[config.mk]
export PLATFORM = sky130hd
export DESIGN_NAME = wrbuf_bypass
export DESIGN_NICKNAME = d
export VERILOG_FILES = /design/src/rtl/wrbuf_pkg.sv /design/src/rtl/wrbuf_store.sv /design/src/rtl/wrbuf_match.sv /design/src/rtl/wrbuf_rd_ctrl.sv /design/src/rtl/wrbuf_bypass.sv
export SDC_FILE = /design/constraint.sdc
export NUM_CORES = 1
export LEC_CHECK = 0
export ABC_AREA = 1
export CAP_MARGIN = 20
export CELL_PAD_IN_SITES_DETAIL_PLACEMENT = 1
export CELL_PAD_IN_SITES_GLOBAL_PLACEMENT = 1
export CORE_MARGIN = 4
export CORE_UTILIZATION = 46
export DETAILED_ROUTE_END_ITERATION = 10
export DONT_BUFFER_PORTS = 1
export GPL_TIMING_DRIVEN = 0
export PLACE_DENSITY = 0.92
export RECOVER_POWER = 25
export SKIP_CTS_REPAIR_TIMING = 1
export SYNTH_ARGS = -nofsm -noshare
export SYNTH_HDL_FRONTEND = slang
export SYNTH_HIERARCHICAL = 1
export SYNTH_SLANG_ARGS = --single-unit
[constraint.sdc]
create_clock -name clk -period 10.2 [get_ports clk]
set_input_delay 2.55 -clock clk [delete_from_list [all_inputs] [get_ports clk]]
set_output_delay 2.55 -clock clk [all_outputs]
set_load 0.05 [all_outputs]
[src/rtl/wrbuf_pkg.sv]
// Shared types for the write buffer with read bypass.
package wrbuf_pkg;
    // Read-path states: idle, address compare against the queue, waiting on memory data.
    typedef enum logic [1:0] {
        RD_IDLE   = 2'd0,
        RD_LOOKUP = 2'd1,
        RD_WAIT   = 2'd2
    } rd_state_e;
endpackage

[src/rtl/wrbuf_store.sv]
// Circular store queue. It appends new stores at the tail, rewrites a matching
// entry in place on a merge, and removes the head when it drains.
// Assumes: push without merge is never given while full, and pop is never given while empty.
module wrbuf_store #(
    parameter int DEPTH = 4,
    parameter int AW    = 16,
    parameter int DW    = 32
) (
    input  logic                      clk,
    input  logic                      rst_n,
    input  logic                      push,
    input  logic [AW-1:0]             push_addr,
    input  logic [DW-1:0]             push_data,
    input  logic [DEPTH-1:0]          merge_vec,
    input  logic                      pop,
    output logic [DEPTH-1:0]          ent_vld,
    output logic [DEPTH-1:0][AW-1:0]  ent_addr,
    output logic [DEPTH-1:0][DW-1:0]  ent_data,
    output logic [DEPTH-1:0]          head_vec,
    output logic [AW-1:0]             head_addr,
    output logic [DW-1:0]             head_data,
    output logic                      full,
    output logic                      empty
);
    localparam int PW = (DEPTH > 1) ? $clog2(DEPTH) : 1;
    localparam int CW = $clog2(DEPTH + 1);

    logic [DEPTH-1:0]         vld_q;
    logic [DEPTH-1:0][AW-1:0] addr_q;
    logic [DEPTH-1:0][DW-1:0] data_q;
    logic [PW-1:0]            head_q, tail_q;
    logic [CW-1:0]            count_q;
    logic                     merge;

    function automatic logic [PW-1:0] ptr_next(input logic [PW-1:0] p);
        return (p == PW'(DEPTH - 1)) ? '0 : p + 1'b1;
    endfunction

    assign merge = |merge_vec;

    // Queue update: merge or append on push, retire the head on pop.
    always_ff @(posedge clk) begin
        if (!rst_n) begin
            vld_q   <= '0;
            addr_q  <= '0;
            data_q  <= '0;
            head_q  <= '0;
            tail_q  <= '0;
            count_q <= '0;
        end else begin
            if (push && merge) begin
                for (int i = 0; i < DEPTH; i++) begin
                    if (merge_vec[i]) data_q[i] <= push_data;
                end
            end else if (push) begin
                addr_q[tail_q] <= push_addr;
                data_q[tail_q] <= push_data;
                vld_q[tail_q]  <= 1'b1;
                tail_q         <= ptr_next(tail_q);
            end
            if (pop) begin
                vld_q[head_q] <= 1'b0;
                head_q        <= ptr_next(head_q);
            end
            count_q <= count_q + CW'(push && !merge) - CW'(pop);
        end
    end

    // One-hot marker of the head slot.
    for (genvar g = 0; g < DEPTH; g++) begin : g_head
        assign head_vec[g] = (head_q == PW'(g));
    end

    assign ent_vld   = vld_q;
    assign ent_addr  = addr_q;
    assign ent_data  = data_q;
    assign head_addr = addr_q[head_q];
    assign head_data = data_q[head_q];
    assign full      = (count_q == CW'(DEPTH));
    assign empty     = (count_q == '0);

    // occupancy never exceeds the queue depth.
    a_r3_count_bound: assert property (@(posedge clk) disable iff (!rst_n)
        count_q <= CW'(DEPTH));
    // a new slot is only taken while one is free.
    a_r3_push_room: assert property (@(posedge clk) disable iff (!rst_n)
        (push && !merge) |-> (count_q < CW'(DEPTH)));
    // a drain only happens with something queued.
    a_r2_pop_nonempty: assert property (@(posedge clk) disable iff (!rst_n)
        pop |-> (count_q != '0));
endmodule

[src/rtl/wrbuf_match.sv]
// Compares a read address against every valid queue entry in parallel and
// returns the data of the matching entry.
// Assumes: merging keeps at most one valid entry per address.
module wrbuf_match #(
    parameter int DEPTH = 4,
    parameter int AW    = 16,
    parameter int DW    = 32
) (
    input  logic                      clk,
    input  logic                      rst_n,
    input  logic [DEPTH-1:0]          ent_vld,
    input  logic [DEPTH-1:0][AW-1:0]  ent_addr,
    input  logic [DEPTH-1:0][DW-1:0]  ent_data,
    input  logic [AW-1:0]             key,
    output logic                      hit,
    output logic [DW-1:0]             hit_data
);
    logic [DEPTH-1:0] match;

    // One comparator per entry.
    for (genvar g = 0; g < DEPTH; g++) begin : g_cmp
        assign match[g] = ent_vld[g] && (ent_addr[g] == key);
    end

    // AND-OR select of the matching entry's data.
    always_comb begin
        hit_data = '0;
        for (int i = 0; i < DEPTH; i++) begin
            hit_data = hit_data | (ent_data[i] & {DW{match[i]}});
        end
    end

    assign hit = |match;

    // merging leaves no address queued twice.
    a_r4_single_match: assert property (@(posedge clk) disable iff (!rst_n)
        $onehot0(match));
endmodule

[src/rtl/wrbuf_rd_ctrl.sv]
// Read-miss sequencer. It latches one read, checks the queue, and then either
// forwards from the buffer, holds, or reads memory and returns the data.
// Assumes: at most one read in flight; memory answers each read exactly once.
module wrbuf_rd_ctrl
    import wrbuf_pkg::*;
#(
    parameter int AW     = 16,
    parameter int DW     = 32,
    parameter bit FWD_EN = 1'b1
) (
    input  logic          clk,
    input  logic          rst_n,
    input  logic          rd_valid,
    input  logic [AW-1:0] rd_addr,
    output logic          rd_ready,
    output logic [AW-1:0] lk_addr,
    input  logic          lk_hit,
    input  logic [DW-1:0] lk_data,
    output logic          rd_issue,
    input  logic          mem_ready,
    input  logic          mem_rvalid,
    input  logic [DW-1:0] mem_rdata,
    output logic          resp_valid,
    output logic [DW-1:0] resp_data
);
    rd_state_e     state_q;
    logic [AW-1:0] addr_q;
    logic          resp_valid_q;
    logic [DW-1:0] resp_data_q;

    // The memory port is wanted only by a looked-up read with no queue match.
    assign rd_issue = (state_q == RD_LOOKUP) && !lk_hit;
    assign rd_ready = (state_q == RD_IDLE);
    assign lk_addr  = addr_q;

    // Read state machine and registered response.
    always_ff @(posedge clk) begin
        if (!rst_n) begin
            state_q      <= RD_IDLE;
            addr_q       <= '0;
            resp_valid_q <= 1'b0;
            resp_data_q  <= '0;
        end else begin
            resp_valid_q <= 1'b0;
            case (state_q)
                RD_IDLE: begin
                    if (rd_valid) begin
                        addr_q  <= rd_addr;
                        state_q <= RD_LOOKUP;
                    end
                end
                RD_LOOKUP: begin
                    if (lk_hit) begin
                        if (FWD_EN) begin
                            resp_data_q  <= lk_data;
                            resp_valid_q <= 1'b1;
                            state_q      <= RD_IDLE;
                        end
                    end else if (mem_ready) begin
                        state_q <= RD_WAIT;
                    end
                end
                RD_WAIT: begin
                    if (mem_rvalid) begin
                        resp_data_q  <= mem_rdata;
                        resp_valid_q <= 1'b1;
                        state_q      <= RD_IDLE;
                    end
                end
                default: state_q <= RD_IDLE;
            endcase
        end
    end

    assign resp_valid = resp_valid_q;
    assign resp_data  = resp_data_q;

    // the response is a single-cycle pulse.
    a_r10_resp_pulse: assert property (@(posedge clk) disable iff (!rst_n)
        resp_valid_q |=> !resp_valid_q);
    // a response leaves the sequencer ready for the next read.
    a_r10_idle_on_resp: assert property (@(posedge clk) disable iff (!rst_n)
        resp_valid_q |-> (state_q == RD_IDLE));
endmodule

[src/rtl/wrbuf_bypass.sv]
// Write buffer with read bypass. It queues stores from the cache, drains them
// in FIFO order on a shared memory port, and gives a pending read miss priority
// on that port. Reads that match a queued store are forwarded or held (FWD_EN).
// Assumes: memory accepts at most one request per cycle and returns read data
// in order; the cache presents a victim no later than its read miss.
module wrbuf_bypass #(
    parameter int DEPTH  = 4,
    parameter int AW     = 16,
    parameter int DW     = 32,
    parameter bit FWD_EN = 1'b1
) (
    input  logic          clk,
    input  logic          rst_n,
    input  logic          wr_valid,
    input  logic [AW-1:0] wr_addr,
    input  logic [DW-1:0] wr_data,
    output logic          wr_full,
    input  logic          rd_valid,
    input  logic [AW-1:0] rd_addr,
    output logic          rd_ready,
    output logic          rd_resp_valid,
    output logic [DW-1:0] rd_resp_data,
    output logic          mem_valid,
    output logic          mem_we,
    output logic [AW-1:0] mem_addr,
    output logic [DW-1:0] mem_wdata,
    input  logic          mem_ready,
    input  logic          mem_rvalid,
    input  logic [DW-1:0] mem_rdata
);
    logic [DEPTH-1:0]         ent_vld;
    logic [DEPTH-1:0][AW-1:0] ent_addr;
    logic [DEPTH-1:0][DW-1:0] ent_data;
    logic [DEPTH-1:0]         head_vec;
    logic [AW-1:0]            head_addr;
    logic [DW-1:0]            head_data;
    logic                     q_full, q_empty;
    logic [DEPTH-1:0]         wr_match, merge_vec;
    logic                     push, pop;
    logic [AW-1:0]            lk_addr;
    logic                     lk_hit;
    logic [DW-1:0]            lk_data;
    logic                     rd_issue;

    // Store-side compare used for merging.
    for (genvar g = 0; g < DEPTH; g++) begin : g_wcmp
        assign wr_match[g] = ent_vld[g] && (ent_addr[g] == wr_addr);
    end

    // Port arbitration: a waiting read wins, otherwise the head drains.
    assign push      = wr_valid && !q_full;
    assign pop       = !rd_issue && !q_empty && mem_ready;
    // A head leaving this cycle carries its old data, so it cannot take a merge.
    assign merge_vec = wr_match & ~(head_vec & {DEPTH{pop}});

    assign mem_valid = rd_issue || !q_empty;
    assign mem_we    = !rd_issue;
    assign mem_addr  = rd_issue ? lk_addr : head_addr;
    assign mem_wdata = head_data;
    assign wr_full   = q_full;

    wrbuf_store #(.DEPTH(DEPTH), .AW(AW), .DW(DW)) u_store (
        .clk       (clk),
        .rst_n     (rst_n),
        .push      (push),
        .push_addr (wr_addr),
        .push_data (wr_data),
        .merge_vec (merge_vec),
        .pop       (pop),
        .ent_vld   (ent_vld),
        .ent_addr  (ent_addr),
        .ent_data  (ent_data),
        .head_vec  (head_vec),
        .head_addr (head_addr),
        .head_data (head_data),
        .full      (q_full),
        .empty     (q_empty)
    );

    wrbuf_match #(.DEPTH(DEPTH), .AW(AW), .DW(DW)) u_match (
        .clk      (clk),
        .rst_n    (rst_n),
        .ent_vld  (ent_vld),
        .ent_addr (ent_addr),
        .ent_data (ent_data),
        .key      (lk_addr),
        .hit      (lk_hit),
        .hit_data (lk_data)
    );

    wrbuf_rd_ctrl #(.AW(AW), .DW(DW), .FWD_EN(FWD_EN)) u_rd (
        .clk        (clk),
        .rst_n      (rst_n),
        .rd_valid   (rd_valid),
        .rd_addr    (rd_addr),
        .rd_ready   (rd_ready),
        .lk_addr    (lk_addr),
        .lk_hit     (lk_hit),
        .lk_data    (lk_data),
        .rd_issue   (rd_issue),
        .mem_ready  (mem_ready),
        .mem_rvalid (mem_rvalid),
        .mem_rdata  (mem_rdata),
        .resp_valid (rd_resp_valid),
        .resp_data  (rd_resp_data)
    );
endmodule

After elaboration in Yosys (flattened, before gate mapping)
Cells that the tools add are included.
{"block": "totals", "regBits": 254, "latch_bits": 0, "ramBits": 0, "romBits": 0, "in_bits": 102, "output_inout_bits": 85, "elab_cells": 136, "n_memories": 0}
{"block": "op_classes", "add_sub_neg": 4, "mul": 0, "div_mod_pow": 0, "n_lt_le_gt_ge": 4, "n_eq_ne": 23, "n_shift": 0, "muxes": 38, "bitwise_logic": 14, "n_reduce_logical": 37}
{"cell": "two-way mux 128 bit", "n": 2}
{"cell": "two-way mux 32 bit", "n": 8}
{"cell": "bitwise AND 32 bit", "n": 4}
{"cell": "bitwise mux 128 bit", "n": 1}
{"cell": "equality test 16 bit", "n": 8}
{"cell": "bitwise OR 32 bit", "n": 3}
{"cell": "binary-select mux 32 bit (select 2 bit)", "n": 1}
{"cell": "bitwise mux 64 bit", "n": 1}
{"cell": "demux 32 bit (select 2 bit)", "n": 1}
{"cell": "case mux 32 bit (2 select lines)", "n": 1}
{"cell": "two-way mux 16 bit", "n": 3}
{"cell": "binary-select mux 16 bit (select 2 bit)", "n": 1}
{"cell": "demux 16 bit (select 2 bit)", "n": 1}
{"cell": "logical AND 1 bit", "n": 16}
{"cell": "two-way mux 4 bit", "n": 4}
{"cell": "bitwise AND 4 bit", "n": 3}
{"cell": "two-way mux 2 bit", "n": 6}
{"cell": "inequality test 2 bit, second input constant", "n": 6}
{"cell": "AND reduction 2 bit", "n": 6}
{"cell": "equality test 2 bit, second input constant", "n": 4}
{"cell": "inverter 4 bit", "n": 2}
{"cell": "OR reduction 4 bit", "n": 2}
{"cell": "less-than comparator 2 x 3 -> 1 bit, second input constant", "n": 2}
{"cell": "case mux 2 bit (3 select lines)", "n": 1}
{"cell": "other kinds (19)", "n": 33}

Depth between registers and ports, before layout
{"block": "depth", "depth_word": 17, "ltp_mapped": 26, "mapped_depth_nobuf": 23}

Hierarchy
Netlist, hierarchy kept.
{"mod": "wrbuf_store", "n_inst": 1, "cells_per_inst": 1316, "area_each_um2": 9475.3, "seq_area_each_um2": 4063.9}
{"mod": "wrbuf_match", "n_inst": 1, "cells_per_inst": 562, "area_each_um2": 2810.2, "seq_area_each_um2": 0.0}
{"mod": "wrbuf_rd_ctrl", "n_inst": 1, "cells_per_inst": 415, "area_each_um2": 2568.7, "seq_area_each_um2": 1021.0}
{"mod": "wrbuf_bypass", "n_inst": 1, "cells_per_inst": 303, "area_each_um2": 1302.5, "seq_area_each_um2": 0.0}

Worst setup path before layout
Ideal clock, no wire load.
{"block": "synth_timing", "kind": "register -> output", "start": "register u_rd.addr_q[14], in the netlist u_rd/lk_addr[14]", "end": "output port mem_addr[10]", "arrival_ps": 2469, "required_ps": 7650, "path_slack_ps": 5181, "path_stages_with_launch": 15, "path_buffers": 3, "path_cell_list": "dfxtp_1 -> xnor2_1 -> nand2_1 -> nor2_1 -> buf_2 -> nand3_1 -> nand4_1 -> inv_1 -> nand2_1 -> inv_1 -> buf_2 -> inv_2 -> buf_2 -> nand2_1 -> nand2_1"}
{"block": "synth_between", "elab_chain_len": 6, "word_cells_on_any_way": 12}
{"element": "start: declaration", "line_no": "wrbuf_rd_ctrl.sv:27", "rtl": "logic [AW-1:0] addr_q;"}
{"element": "start signal: assignment", "line_no": "wrbuf_rd_ctrl.sv:48", "rtl": "addr_q <= rd_addr;"}
{"element": "equality test 16 bit", "line_no": "wrbuf_match.sv:22", "rtl": "assign match[g] = ent_vld[g] && (ent_addr[g] == key);"}
{"element": "logical AND 1 bit", "line_no": "wrbuf_match.sv:22"}
{"element": "OR reduction 4 bit *", "line_no": "wrbuf_match.sv:33", "rtl": "assign hit = |match;"}
{"element": "via lk_hit", "line_no": "wrbuf_bypass.sv:41", "rtl": "logic lk_hit;"}
{"element": "zero test 1 bit *", "line_no": "wrbuf_rd_ctrl.sv:32", "rtl": "assign rd_issue = (state_q == RD_LOOKUP) && !lk_hit;"}
{"element": "logical AND 1 bit *", "line_no": "wrbuf_rd_ctrl.sv:32"}
{"element": "via rd_issue", "line_no": "wrbuf_bypass.sv:43", "rtl": "logic rd_issue;"}
{"element": "two-way mux 16 bit *", "line_no": "wrbuf_bypass.sv:58", "rtl": "assign mem_addr = rd_issue ? lk_addr : head_addr;"}
{"element": "end: declaration", "line_no": "wrbuf_bypass.sv:25", "rtl": "output logic [AW-1:0] mem_addr,"}
The timed path passes the listed nets; every way through them passes the cells marked *.

Final worst setup path
{"block": "layout_timing", "start": "register u_rd.addr_q[14], in the netlist u_rd/lk_addr[14]", "end": "output port mem_addr[9]"}
The elaborated chain is that of the path after synthesis.

==> summary.md <==
| Metric | Value |
|---|---|
| Layout Skew | `0.02086 ns` |
| Highest-delay cell along the critical path | `dfxtp_1` |
| DR DRC count | `0` |
| Delay-heaviest family, CP | `simple AND/OR/NAND/NOR gates` |
| Post-Synthesis Net Count | `2714` |
| Share of final-layout standard cells stronger than drive strength 1 | `0.09861` |
| Clock Power Share | `0.221` |
| Static leakage | `0.008075 uW` |
| Commonest cells after routing, fill and taps aside | `nand2_1 (551), nor2_1 (478), inv_1 (310)` |
| Reg2Reg Depth | `22` |
| CP required | `7.65 ns` |
| Share of power burned in registers | `0.299` |
| Placed Instance Area | `16790 sq um` |
| Seq cells post-synth | `254` |
| Clock latency at the later pin of the worst-skew pair | `0.59 ns` |
| IO Port Bufs | `0` |
| Post-synth cell types | `34` |
| Post-layout net count | `2753` |
| DRT antenna net count | `0` |
| Number of antenna violations at the first check in global routing | `1` |
| Drt first-iter violations | `2064` |
| Highest attainable clock frequency | `0.1475 GHz` |
| Total power of the final layout | `5663 uW` |
| Utilization of the core after routing | `0.5166` |
| Total clock sinks | `254` |
| Source of the worst hold timing path | `u_store/ent_data[62]` |
| Final min period | `6.781 ns` |
| Clock tree from TritonCTS | `built` |
| Placement row count | `68` |
| Hold violation total from the final report | `0` |
| Global-route wire length before repair | `107.0 mm` |
| Worst hold path depth | `2` |
| Most frequent CP cell | `nand2_1` |
| Iteration count of the initial detailed-routing pass | `6` |
| Share of the cycle needed by the critical path after routing | `0.6648` |
| Cells traversed along the worst timing path | `xnor2_1, nand2_1, nor2_1, clkbuf_1, nand3_1, nand4_1, inv_1, nand2_1, inv_1, buf_2, inv_2, buf_2, nand2_1, nand2_1` |
| Slew @ Worst Pin | `1.924 ns` |
| Maximum count of clock buffers along a single path | `3` |
| Peak supply drop | `0.1835 mV` |
| Failing checks | `max-capacitance violations, max-slew violations` |
| Maximum number of pins on one net before global-route repair | `15` |
| Unrepaired setup endpoints after global routing | `false` |
| Die extent in x | `195.4 um` |
| Switch share | `0.5306` |
| Number of CTS-inserted buffers | `30` |
| Worst rel slew slack | `-0.2856` |
| Crit path DAT | `4.23 ns` |
| Slowest cell delay on critical path | `0.59 ns` |
| Vias | `18580` |
| Number of fill cells in the layout | `4721` |
| Routed WL | `71.32 mm` |
| Signed area change from the synthesized netlist to the final layout | `10.72%` |
| Number of vias per cell after detailed routing | `5.969` |
| Endpoint kind of the worst setup timing path | `output port` |
| Register-to-Register Setup Slack | `3.61 ns` |
| Die span in y | `195.4 um` |
| RR Endpoint | `u_store/count_q[2]` |
| Bufs and invs on worst path | `6` |
| Routability Congestion | `0.9773` |
| Critical path peak fanout | `10` |
| Syn Std Cell Area | `16160 sq um` |
| Beginning of the worst register-to-register path | `u_rd/lk_addr[14]` |
| I/O pins | `187` |
| Avg Inst Size Synth | `6.224 sq um` |
| Maximum Capacitance Violations | `1` |
| Post-route standard cell area excluding fillers | `17890 sq um` |
| HP Class | `reg -> reg` |
| Result of the run | `finished, violations left` |
| Leading cell type in the layout, fill and taps excluded | `nand2_1` |
| Startpoint type of the worst setup path | `flop` |
| Hpwl dp | `53.20 mm` |
| Portion of the post-synthesis area used by sequential elements | `0.3147` |
| Category of the critical setup timing path | `reg -> out` |
| Switching power | `3005 uW` |
| Initial cell density of the core | `0.4666` |
| Share of power burned in combinational logic | `0.480` |
| Cell Int Power | `2658 uW` |
| Cell area power density | `316.6 nW/um^2` |
| Final setup fails | `0` |
| Htree depth | `1` |
| Std-Cell Core Area | `34630 sq um` |
| Worst Hold End | `u_store/ent_data[62]` |
| Grt ovf | `0` |
| Detail-routed net length per standard cell | `22.91 um` |
| Via count of the first global-routing pass | `18720` |
| Max-slew violation count | `12` |
| Sum Neg Setup Slack | `0 ns` |
| Post-CTS clock slew at the launch and capture registers of the worst setup and hold paths | `0.06 ns` |
| Warning count from the yosys run | `6` |
| Root buffer cell | `clkbuf_16` |
| Die footprint | `38190 sq um` |
| Total track usage | `0.3536` |
| Post-synthesis instance total | `2596` |
==> Yosys cell counts <==
library cell / instances / area, sq um
xor2_1: 20 / 175.2
nor2_2: 17 / 106.4
fa_1: 1 / 20.02
o21a_1: 2 / 15.01
nor3_4: 2 / 32.53
clkbuf_8: 1 / 13.76
inv_2: 33 / 123.9
ha_1: 15 / 187.7
clkbuf_1: 48 / 180.2
buf_4: 31 / 232.7
nor2_4: 10 / 112.6
nand3_1: 70 / 350.3
o21ai_1: 19 / 95.09
nor3b_4: 1 / 18.77
xnor2_1: 14 / 122.6
buf_6: 36 / 405.4
dfxtp_1: 254 / 5085
nand3_2: 15 / 150.1
nand2_2: 13 / 81.33
nor2_1: 478 / 1794
a21oi_1: 131 / 655.6
inv_1: 310 / 1164
nand3_4: 4 / 70.07
nand2_1: 551 / 2068
nand2_4: 5 / 56.30
nand4_4: 2 / 42.54
o211ai_1: 4 / 30.03
buf_1: 3 / 11.26
o21ai_0: 281 / 1406
clkinv_2: 1 / 5.000
o22ai_1: 46 / 287.8
nor3_1: 2 / 10.01
buf_2: 43 / 215.2
nand4_1: 133 / 832.1
==> layout make-up <==
cell class | count | area [sq um] | share of cell area
multi-input cells | 1836 | 8697 | 0.4862
clock buffers | 43 | 900.9 | 0.05036
clock inverters | 11 | 241.5 | 0.01350
inverters | 344 | 1292 | 0.07225
repair buffers | 7 | 67.56 | 0.003777
flip-flops and latches | 254 | 5085 | 0.2843
well taps | 455 | 569.3 | 0.03182
diodes | 1 | 2.502 | 0.0001399
plain buffers | 162 | 1032 | 0.05770
==> metal layers <==
layer	track usage	routed length, um	up-vias
met1	0.4522	27970	8882
met5	0	0	-
met2	0.5800	32080	1083
met4	0.1458	3416	0
li1	-	-	8339
met3	0.07574	7850	276
==> registers in the layout, indices dropped and copies added, names as in the netlist <==
name and count:
u_store/tail_q 2, u_rd/resp_data 32, u_store/ent_data 128, u_rd/state_q 2, u_store/head_q 2, u_store/count_q 3
u_rd/resp_valid 1, u_store/ent_addr 64, u_store/ent_vld 4, u_rd/lk_addr 16
==> how the worst max path moves through the flow <==
stage                           startpoint      endpoint  cells past startpoint
after global placement    u_rd/lk_addr[14]   mem_addr[9]                     14
final                     u_rd/lk_addr[14]   mem_addr[9]                     14
after detailed placement  u_rd/lk_addr[14]  mem_addr[10]                     14
after floorplan           u_rd/lk_addr[14]  mem_addr[10]                     14
after global routing      u_rd/lk_addr[14]  mem_addr[12]                     14
after CTS                 u_rd/lk_addr[14]   mem_addr[6]                     14
==> through the flow <==
step	worst slack [ns]	hold slack, ns	instances
2_1_floorplan	5.181	0.4367	2596
3_3_place_gp	4.347	0.4863	3051
3_5_place_dp	4.259	0.4946	3058
4_1_cts	3.623	0.5059	3112
5_1_grt	3.216	0.5193	3112
6_report	3.419	0.5067	3113
==> kinds of logic after synthesis <==
group | Yosys count | share of synthesized area
and+or+nand+nor | 1303 | 0.3544
DFF | 254 | 0.3147
buffers and inverters | 506 | 0.1455
AOI/OAI and AO/OA | 483 | 0.1541
adders and majority gates | 16 | 0.01286
xor gates and xnor gates | 34 | 0.01843
==> power groups by stage <==
stage | combinational (uW) | sequential (uW) | clock, uW
finish | 2720 | 1690 | 1250
global route | 2880 | 1710 | 1300
CTS | 2670 | 1680 | 1260
detailed placement | 2640 | 1700 | 0
global placement | 2510 | 1680 | 0
floorplan | 1980 | 1580 | 0
==> worst min-delay path: stages, from the launching register on <==
cell	delay [ns]
dfxtp_1	0.31
nor2_1	0.10
nor2_1	0.05
(Power assumes the default switching activity.)
